File: config.mk
export PLATFORM = sky130hd
export DESIGN_NAME = lcdbus_strobe_gen
export DESIGN_NICKNAME = d
export VERILOG_FILES = /design/src/rtl/lcdbus_pkg.sv /design/src/rtl/lcdbus_tick_gen.sv /design/src/rtl/lcdbus_strobe_win.sv /design/src/rtl/lcdbus_rd_capture.sv /design/src/rtl/lcdbus_strobe_gen.sv
export SDC_FILE = /design/constraint.sdc
export NUM_CORES = 1
export LEC_CHECK = 0
export ABC_AREA = 1
export BUFFER_PORTS_ARGS = -buffer_cell sky130_fd_sc_hd__buf_2
export CAP_MARGIN = 40
export CORE_MARGIN = 2
export CORE_UTILIZATION = 52
export DETAILED_ROUTE_END_ITERATION = 10
export PLACE_DENSITY = 0.81
export SLEW_MARGIN = 30
export SYNTH_ARGS = -nofsm -noshare
export SYNTH_HDL_FRONTEND = slang
export SYNTH_SLANG_ARGS = --single-unit
export TNS_END_PERCENT = 100
File: constraint.sdc
create_clock -name clk -period 2.7 [get_ports clk]
set_clock_uncertainty 0.15 [all_clocks]
set_input_delay 0.405 -clock clk [delete_from_list [all_inputs] [get_ports clk]]
set_output_delay 0.405 -clock clk [all_outputs]
set_load 0.03 [all_outputs]
File: src/rtl/lcdbus_pkg.sv
package lcdbus_pkg;
  localparam int GRAN_BIT   = 4;
  localparam int POL_A0_BIT = 16;
  localparam int POL_RE_BIT = 17;
  localparam int POL_WE_BIT = 18;
  localparam int POL_CS_BIT = 19;
  localparam int CFG_W      = 32;

  localparam int STB_CS  = 0;
  localparam int STB_WE  = 1;
  localparam int STB_RE  = 2;
  localparam int NUM_STB = 3;

  typedef enum logic [1:0] {
    KIND_CMD   = 2'd0,
    KIND_DATA  = 2'd1,
    KIND_READ  = 2'd2,
    KIND_READB = 2'd3
  } acc_kind_e;
endpackage

File: src/rtl/lcdbus_tick_gen.sv
module lcdbus_tick_gen #(
  parameter int CNT_W = 7
) (
  input  logic             clk,
  input  logic             rst_n,
  input  logic             start,
  input  logic             gran,
  input  logic [CNT_W-1:0] len,
  output logic             busy,
  output logic [CNT_W-1:0] tick,
  output logic             first,
  output logic             fin
);
  logic             sub;
  logic [CNT_W-1:0] last_tick;

  assign last_tick = len - CNT_W'(1);
  assign first     = !sub;
  assign fin       = busy && (!gran || sub) && (tick == last_tick);

  always_ff @(posedge clk or negedge rst_n) begin
    if (!rst_n) begin
      busy <= 1'b0;
      tick <= '0;
      sub  <= 1'b0;
    end else if (start) begin
      busy <= 1'b1;
      tick <= '0;
      sub  <= 1'b0;
    end else if (busy) begin
      if (gran && !sub) begin
        sub <= 1'b1;
      end else begin
        sub <= 1'b0;
        if (tick == last_tick) busy <= 1'b0;
        else                   tick <= tick + CNT_W'(1);
      end
    end
  end

  // the tick counter never runs past the access length
  assert_tick_in_range_R4: assert property (@(posedge clk) disable iff (!rst_n)
    busy |-> (tick < len));
endmodule

File: src/rtl/lcdbus_strobe_win.sv
module lcdbus_strobe_win #(
  parameter int CNT_W = 7
) (
  input  logic             en,
  input  logic [CNT_W-1:0] tick,
  input  logic [CNT_W-1:0] on_t,
  input  logic [CNT_W-1:0] off_t,
  input  logic             pol,
  output logic             pin
);
  logic active;
  assign active = en && (tick >= on_t) && (tick < off_t);
  assign pin    = pol ? active : !active;
endmodule

File: src/rtl/lcdbus_rd_capture.sv
module lcdbus_rd_capture #(
  parameter int DW = 16
) (
  input  logic          clk,
  input  logic          rst_n,
  input  logic          sample,
  input  logic [DW-1:0] din,
  input  logic          finish,
  input  logic          rsp_ready,
  output logic          rsp_valid,
  output logic [DW-1:0] rsp_data
);
  always_ff @(posedge clk or negedge rst_n) begin
    if (!rst_n) begin
      rsp_valid <= 1'b0;
      rsp_data  <= '0;
    end else begin
      if (sample) rsp_data <= din;
      if (finish)                      rsp_valid <= 1'b1;
      else if (rsp_valid && rsp_ready) rsp_valid <= 1'b0;
    end
  end

  // a waiting response keeps its value until it is taken
  assert_rsp_hold_R8: assert property (@(posedge clk) disable iff (!rst_n)
    (rsp_valid && !rsp_ready) |=> (rsp_valid && $stable(rsp_data)));
endmodule

File: src/rtl/lcdbus_strobe_gen.sv
module lcdbus_strobe_gen
  import lcdbus_pkg::*;
#(
  parameter int DW    = 16,
  parameter int ON_W  = 4,
  parameter int OFF_W = 6
) (
  input  logic          clk,
  input  logic          rst_n,
  input  logic [31:0]   cfg_onoff,
  input  logic [31:0]   cfg_cycle,
  input  logic [31:0]   cfg_ctrl,
  input  logic          req_valid,
  output logic          req_ready,
  input  logic [1:0]    req_kind,
  input  logic [DW-1:0] req_wdata,
  output logic          rsp_valid,
  input  logic          rsp_ready,
  output logic [DW-1:0] rsp_data,
  output logic          busy,
  output logic          done,
  output logic          bus_cs_o,
  output logic          bus_we_o,
  output logic          bus_re_o,
  output logic          bus_a0_o,
  output logic [DW-1:0] bus_dout,
  output logic          bus_doe,
  input  logic [DW-1:0] bus_din
);
  localparam int CNT_W      = OFF_W + 1;
  localparam int CSON_LSB   = 0;
  localparam int CSOFF_LSB  = ON_W;
  localparam int WEON_LSB   = ON_W + OFF_W;
  localparam int WEOFF_LSB  = 2*ON_W + OFF_W;
  localparam int REON_LSB   = 2*ON_W + 2*OFF_W;
  localparam int REOFF_LSB  = 3*ON_W + 2*OFF_W;
  localparam int ONOFF_USED = 3*ON_W + 3*OFF_W;
  localparam int WCYC_LSB   = 0;
  localparam int RCYC_LSB   = OFF_W;
  localparam int CSPW_LSB   = 2*OFF_W;
  localparam int ACC_LSB    = 3*OFF_W + 4;
  localparam int CYCLE_USED = ACC_LSB + OFF_W;

  // fields of the incoming words, widened to the counter width
  logic [CNT_W-1:0] f_cson, f_csoff, f_weon, f_weoff, f_reon, f_reoff;
  logic [CNT_W-1:0] f_wcyc, f_rcyc, f_cspw, f_acc;
  logic [CNT_W-1:0] cs_rel_n, cyc_n, len_n;
  logic             rd_n, accept;

  assign f_cson  = CNT_W'(cfg_onoff[CSON_LSB  +: ON_W]);
  assign f_csoff = CNT_W'(cfg_onoff[CSOFF_LSB +: OFF_W]);
  assign f_weon  = CNT_W'(cfg_onoff[WEON_LSB  +: ON_W]);
  assign f_weoff = CNT_W'(cfg_onoff[WEOFF_LSB +: OFF_W]);
  assign f_reon  = CNT_W'(cfg_onoff[REON_LSB  +: ON_W]);
  assign f_reoff = CNT_W'(cfg_onoff[REOFF_LSB +: OFF_W]);
  assign f_wcyc  = CNT_W'(cfg_cycle[WCYC_LSB  +: OFF_W]);
  assign f_rcyc  = CNT_W'(cfg_cycle[RCYC_LSB  +: OFF_W]);
  assign f_cspw  = CNT_W'(cfg_cycle[CSPW_LSB  +: OFF_W]);
  assign f_acc   = CNT_W'(cfg_cycle[ACC_LSB   +: OFF_W]);

  logic unused_cfg_bits;
  assign unused_cfg_bits = ^{cfg_onoff[CFG_W-1:ONOFF_USED], cfg_cycle[CFG_W-1:CYCLE_USED],
                             cfg_cycle[ACC_LSB-1:3*OFF_W], cfg_ctrl[CFG_W-1:POL_CS_BIT+1],
                             cfg_ctrl[POL_A0_BIT-1:GRAN_BIT+1], cfg_ctrl[GRAN_BIT-1:0]};

  assign rd_n = req_kind[1];

  always_comb begin
    cs_rel_n = (f_csoff > f_cson + f_cspw) ? f_csoff : (f_cson + f_cspw);
    cyc_n    = rd_n ? f_rcyc : f_wcyc;
    len_n    = (cyc_n > cs_rel_n) ? cyc_n : cs_rel_n;
    if (len_n == '0) len_n = CNT_W'(1);
  end

  // settings held for the running access
  logic             rd_q, cmd_q, gran_q;
  logic             pa0_q, pre_q, pwe_q, pcs_q;
  logic [DW-1:0]    wdata_q;
  logic [CNT_W-1:0] cson_q, csrel_q, weon_q, weoff_q, reon_q, reoff_q, acc_q, len_q;

  assign req_ready = !busy && !rsp_valid;
  assign accept    = req_valid && req_ready;

  always_ff @(posedge clk or negedge rst_n) begin
    if (!rst_n) begin
      rd_q <= 1'b0; cmd_q <= 1'b0; gran_q <= 1'b0;
      pa0_q <= 1'b0; pre_q <= 1'b0; pwe_q <= 1'b0; pcs_q <= 1'b0;
      wdata_q <= '0;
      cson_q <= '0; csrel_q <= '0; weon_q <= '0; weoff_q <= '0;
      reon_q <= '0; reoff_q <= '0; acc_q <= '0; len_q <= CNT_W'(1);
    end else if (accept) begin
      rd_q    <= rd_n;
      cmd_q   <= (acc_kind_e'(req_kind) == KIND_CMD);
      gran_q  <= cfg_ctrl[GRAN_BIT];
      pa0_q   <= cfg_ctrl[POL_A0_BIT];
      pre_q   <= cfg_ctrl[POL_RE_BIT];
      pwe_q   <= cfg_ctrl[POL_WE_BIT];
      pcs_q   <= cfg_ctrl[POL_CS_BIT];
      wdata_q <= req_wdata;
      cson_q  <= f_cson;  csrel_q <= cs_rel_n;
      weon_q  <= f_weon;  weoff_q <= f_weoff;
      reon_q  <= f_reon;  reoff_q <= f_reoff;
      acc_q   <= f_acc;   len_q   <= len_n;
    end
  end

  logic [CNT_W-1:0] tick;
  logic             first, fin;

  lcdbus_tick_gen #(.CNT_W(CNT_W)) u_tick (
    .clk(clk), .rst_n(rst_n), .start(accept), .gran(gran_q), .len(len_q),
    .busy(busy), .tick(tick), .first(first), .fin(fin)
  );

  always_ff @(posedge clk or negedge rst_n) begin
    if (!rst_n) done <= 1'b0;
    else        done <= fin;
  end

  // one window comparator per strobe
  logic [CNT_W-1:0] w_on  [NUM_STB];
  logic [CNT_W-1:0] w_off [NUM_STB];
  logic             w_en  [NUM_STB];
  logic             w_pol [NUM_STB];
  logic             w_pin [NUM_STB];

  always_comb begin
    w_on[STB_CS] = cson_q; w_off[STB_CS] = csrel_q; w_en[STB_CS] = busy;          w_pol[STB_CS] = pcs_q;
    w_on[STB_WE] = weon_q; w_off[STB_WE] = weoff_q; w_en[STB_WE] = busy && !rd_q; w_pol[STB_WE] = pwe_q;
    w_on[STB_RE] = reon_q; w_off[STB_RE] = reoff_q; w_en[STB_RE] = busy && rd_q;  w_pol[STB_RE] = pre_q;
  end

  for (genvar s = 0; s < NUM_STB; s++) begin : g_win
    lcdbus_strobe_win #(.CNT_W(CNT_W)) u_win (
      .en(w_en[s]), .tick(tick), .on_t(w_on[s]), .off_t(w_off[s]),
      .pol(w_pol[s]), .pin(w_pin[s])
    );
  end

  assign bus_cs_o = w_pin[STB_CS];
  assign bus_we_o = w_pin[STB_WE];
  assign bus_re_o = w_pin[STB_RE];
  assign bus_a0_o = !(busy && cmd_q) ^ pa0_q;
  assign bus_dout = wdata_q;
  assign bus_doe  = busy && !rd_q;

  lcdbus_rd_capture #(.DW(DW)) u_cap (
    .clk(clk), .rst_n(rst_n),
    .sample(busy && rd_q && first && (tick == acc_q)),
    .din(bus_din), .finish(fin && rd_q), .rsp_ready(rsp_ready),
    .rsp_valid(rsp_valid), .rsp_data(rsp_data)
  );

  // with no access running, the three strobes rest at their inactive level
  assert_idle_quiet_R1: assert property (@(posedge clk) disable iff (!rst_n)
    !busy |-> (bus_cs_o == !pcs_q && bus_we_o == !pwe_q && bus_re_o == !pre_q));
  // a read never pulses WE
  assert_we_quiet_on_read_R7: assert property (@(posedge clk) disable iff (!rst_n)
    (busy && rd_q) |-> (bus_we_o == !pwe_q));
  // done lasts one clock
  assert_done_pulse_R2: assert property (@(posedge clk) disable iff (!rst_n)
    done |=> !done);
  // done only follows the end of an access
  assert_done_after_busy_R2: assert property (@(posedge clk) disable iff (!rst_n)
    $rose(done) |-> !busy);
endmodule

==> results.tsv <==
stage	metric	value	unit
synth	synth_common_cells	nand2_1 (229), dfrtp_1 (93), inv_1 (86)	
placement	placed_area	0.00674	mm²
worst_hold_path	hold_depth	2	
power_and_ir_drop	cellLeakagePower	4.11	nW
finish	n_antenna_cell	0	
route	post_drt_wl_per_cell	14.9	µm
route	final_antenna_net_count	0	
run_status	status	finished with violations	
finish	drive_above_1_share	0.348	
timing	clock.fmax	258	MHz
setup_path	rrSetupSlack	350	ps
synth	ys_top_cells_by_area	dfrtp_1 (42%), nand2_1 (15%), ha_1 (10%)	
global_route	antenna_found_initial	0	
global_route	grt_pass1_vias	5230	
placement	io_buffer_count	137	
synth	syn_nets	871	
flow_run	max_cap_violations	0	
finish	postLayoutCellArea	0.00730	mm²
placement	gp_congestion	0.861	
timing	tightest_slew	685	ps
die	initial_core_util	0.536	
run_status	violations	negative setup slack	
finish	nNetsFinal	1058	
timing	max_slew_margin	0.543	
clocking	cts_tree	yes	
die	dieArea	0.0115	mm²
worst_hold_path	min-delay-path-class	input port to flip-flop	
synth	async_flop_share	1.00	
synth	syn_avg_cell_area	8.05	µm²
route	wl	15.2	mm
timing	rsz0062_at_grt	true	
clocking	cts-root-buf	clkbuf_8	
synth	ys_seq_elements	94	
clocking	clk_path_buf_depth	2	
synth	syn-cell-area	0.00556	mm²
setup_path	critPathKind	input port to flip-flop	
placement	place_ws	-1310	ps
timing	final-max-slew-violation-count	0	
die	die_h	107	µm
route	firstDrtPassIters	5	
die	dieWidth	107	µm
die	core-area	0.0104	mm²
finish	utilization	0.704	
timing	hold_viol_final	0	
global_route	grt_util_all_layers	0.246	
synth	synth_top_area_frac	0.419	
die	ios	175	
route	drt_iter0_drc	422	
placement	post-dp-hpwl	10.2	mm
finish	area_growth	31.3	%
placement	placed_cells	984	
timing	setup_viol	12	
clocking	cts_buffers	9	
clocking	numClockSinks	94	
clocking	htreeDepth	3	
clocking	path_clk_slew	100	ps
synth	yosys_warnings	0	
synth	synthDistinctLibCells	43	
setup_path	required	2850	ps
setup_path	worst-endpoint-arrival	4020	ps
setup_path	reg2reg_depth	11	
die	rows	37	
timing	period_share	1.43	
global_route	grt_pass1_wl	22.9	mm
setup_path	crit_path_max_fanout	7	
synth	synth-edff-count	0	
timing	setup_slack	-1170	ps
finish	fin_cells	1018	
synth	synth_top_area_cell	dfrtp_1	
global_route	grt_max_degree	65	
setup_path	cp-start-kind	input port	
route	dr_total_vias	5328	
route	drc_errors	0	
synth	synthCells	690	
power_and_ir_drop	p_total	3.22	mW
setup_path	endpoint_kind	flip-flop	
global_route	grt-ovfl-total	0	
synth	yosysSeqAreaShare	0.424	
power_and_ir_drop	pwr_density_cell	441	mW/mm²
power_and_ir_drop	vdd_drop_max	0.267	mV
timing	fin_crit	3870	ps
route	vias_per_cell	5.23	
synth	synth_ff_type	dfrtp_1	
synth	synth.most_common_cell	nand2_1	
clocking	clk-insertion-delay-late	370	ps
[final cells by class]
| class | count | area [µm²] |
|---|---|---|
| Inverter | 93 | 359 |
| Clock inverter | 6 | 46.3 |
| Sequential cell | 94 | 2360 |
| Timing Repair Buffer | 199 | 1210 |
| Fill cell | 835 | 3070 |
| Clock buffer | 10 | 138 |
| Tap cell | 136 | 170 |
| Multi-Input combinational cell | 480 | 3020 |
[metal layers]
layer | global-route usage | share of wire | vias to the layer above
met4 | 0.0971 | 0.032 | 0
met3 | 0.0406 | 0.052 | 44
li1 | - | - | 2559
met1 | 0.302 | 0.40 | 2537
met5 | 0 | 0 | -
met2 | 0.432 | 0.51 | 188
[stage by stage]
step | setup TNS (ps) | hold WS [ps]
floorplan | -4320 | -40.6
global placement | -6630 | 308
detailed placement | -8740 | 315
CTS | -4960 | 42.6
global route | -8480 | 44.6
finish | -6800 | 54.9
[critical path, cell delays in order]
cell and delay (ps):
buf_8 100, ha_4 160, fa_2 370, nand2_2 100, nand3_2 80, nand2_2 90
xor2_2 80, ha_1 320, nand2_2 90, nor2_4 160, nand2_2 80, nand2_4 120
nand3_4 170, buf_4 190, o21a_1 190, ha_1 310, nand4_1 100, nand2_1 80
inv_2 70, nand2_4 100, inv_6 100, nand2_2 60, nand2_2 110, nand2_2 60
nor2_2 120, nand2_1 70, a21oi_2 150
[where the power goes]
| group | internal [mW] | switching (mW) |
|---|---|---|
| clock | 0.367 | 0.525 |
| sequential | 1.41 | 0.0000000000000000537 |
| combinational | 0.443 | 0.478 |
[state kept, by name, indices dropped and copies added, names as in the netlist]
register / cells
gran_q: 1
acc_q: 6
len_q: 7
u_cap.rsp_valid: 1
reoff_q: 6
weoff_q: 6
pwe_q: 1
weon_q: 4
pre_q: 1
bus_dout: 16
u_tick.tick: 7
pa0_q: 1
cmd_q: 1
pcs_q: 1
u_cap.rsp_data: 16
done: 1
rd_q: 1
reon_q: 4
u_tick.busy: 1
cson_q: 4
u_tick.sub: 1
csrel_q: 7
[cell usage in the layout (no fill, tap or decap), types with 3 or more instances in the layout]
cell and count:
nand2_1 208, buf_2 133, dfrtp_1 91, inv_1 85
buf_4 57, o21ai_0 39, ha_1 38, nor2_1 26
o21ai_2 21, nand3_1 20, nand2_2 19, nand4_1 16
a21oi_1 13, xor2_1 13, clkbuf_8 10, nand2_4 8
ha_4 8, o21ai_1 7, inv_2 6, a21oi_2 4
buf_6 4, nand3_2 3, clkinv_4 3, xor2_2 3
or2_2 3, xnor2_1 3, nor3_1 3
[cells by family after synthesis]
logic type,after synthesis,share of synthesized area
AOI/OAI and AO/OA,93,0.101
xor gates and xnor gates,19,0.0327
and+or+nand+nor,319,0.249
DFF,94,0.424
buffers and inverters,116,0.0824
adders and majority gates,47,0.107
muxes,2,0.00360
[worst paths after layout]
check,from,endpoint
min,req_kind[0],cmd_q
min in group asynchronous,rst_n,bus_dout[8]
max in group asynchronous,rst_n,csrel_q[3]
min reg2reg,csrel_q[0],csrel_q[0]
max,cfg_onoff[0],len_q[0]
max reg2reg,len_q[0],u_tick.tick[6]
[repair_timing]
item / 4_1_cts / 5_1_grt
hold buffers: 1 / 0
gates resized for setup: 11 / 47
setup endpoints to repair: 9 / 11
pin swaps: 8 / 36
hold endpoints to repair: 49 / 0
buffers inserted: 5 / 13
Note: power is estimated with default switching activity, not from simulation.
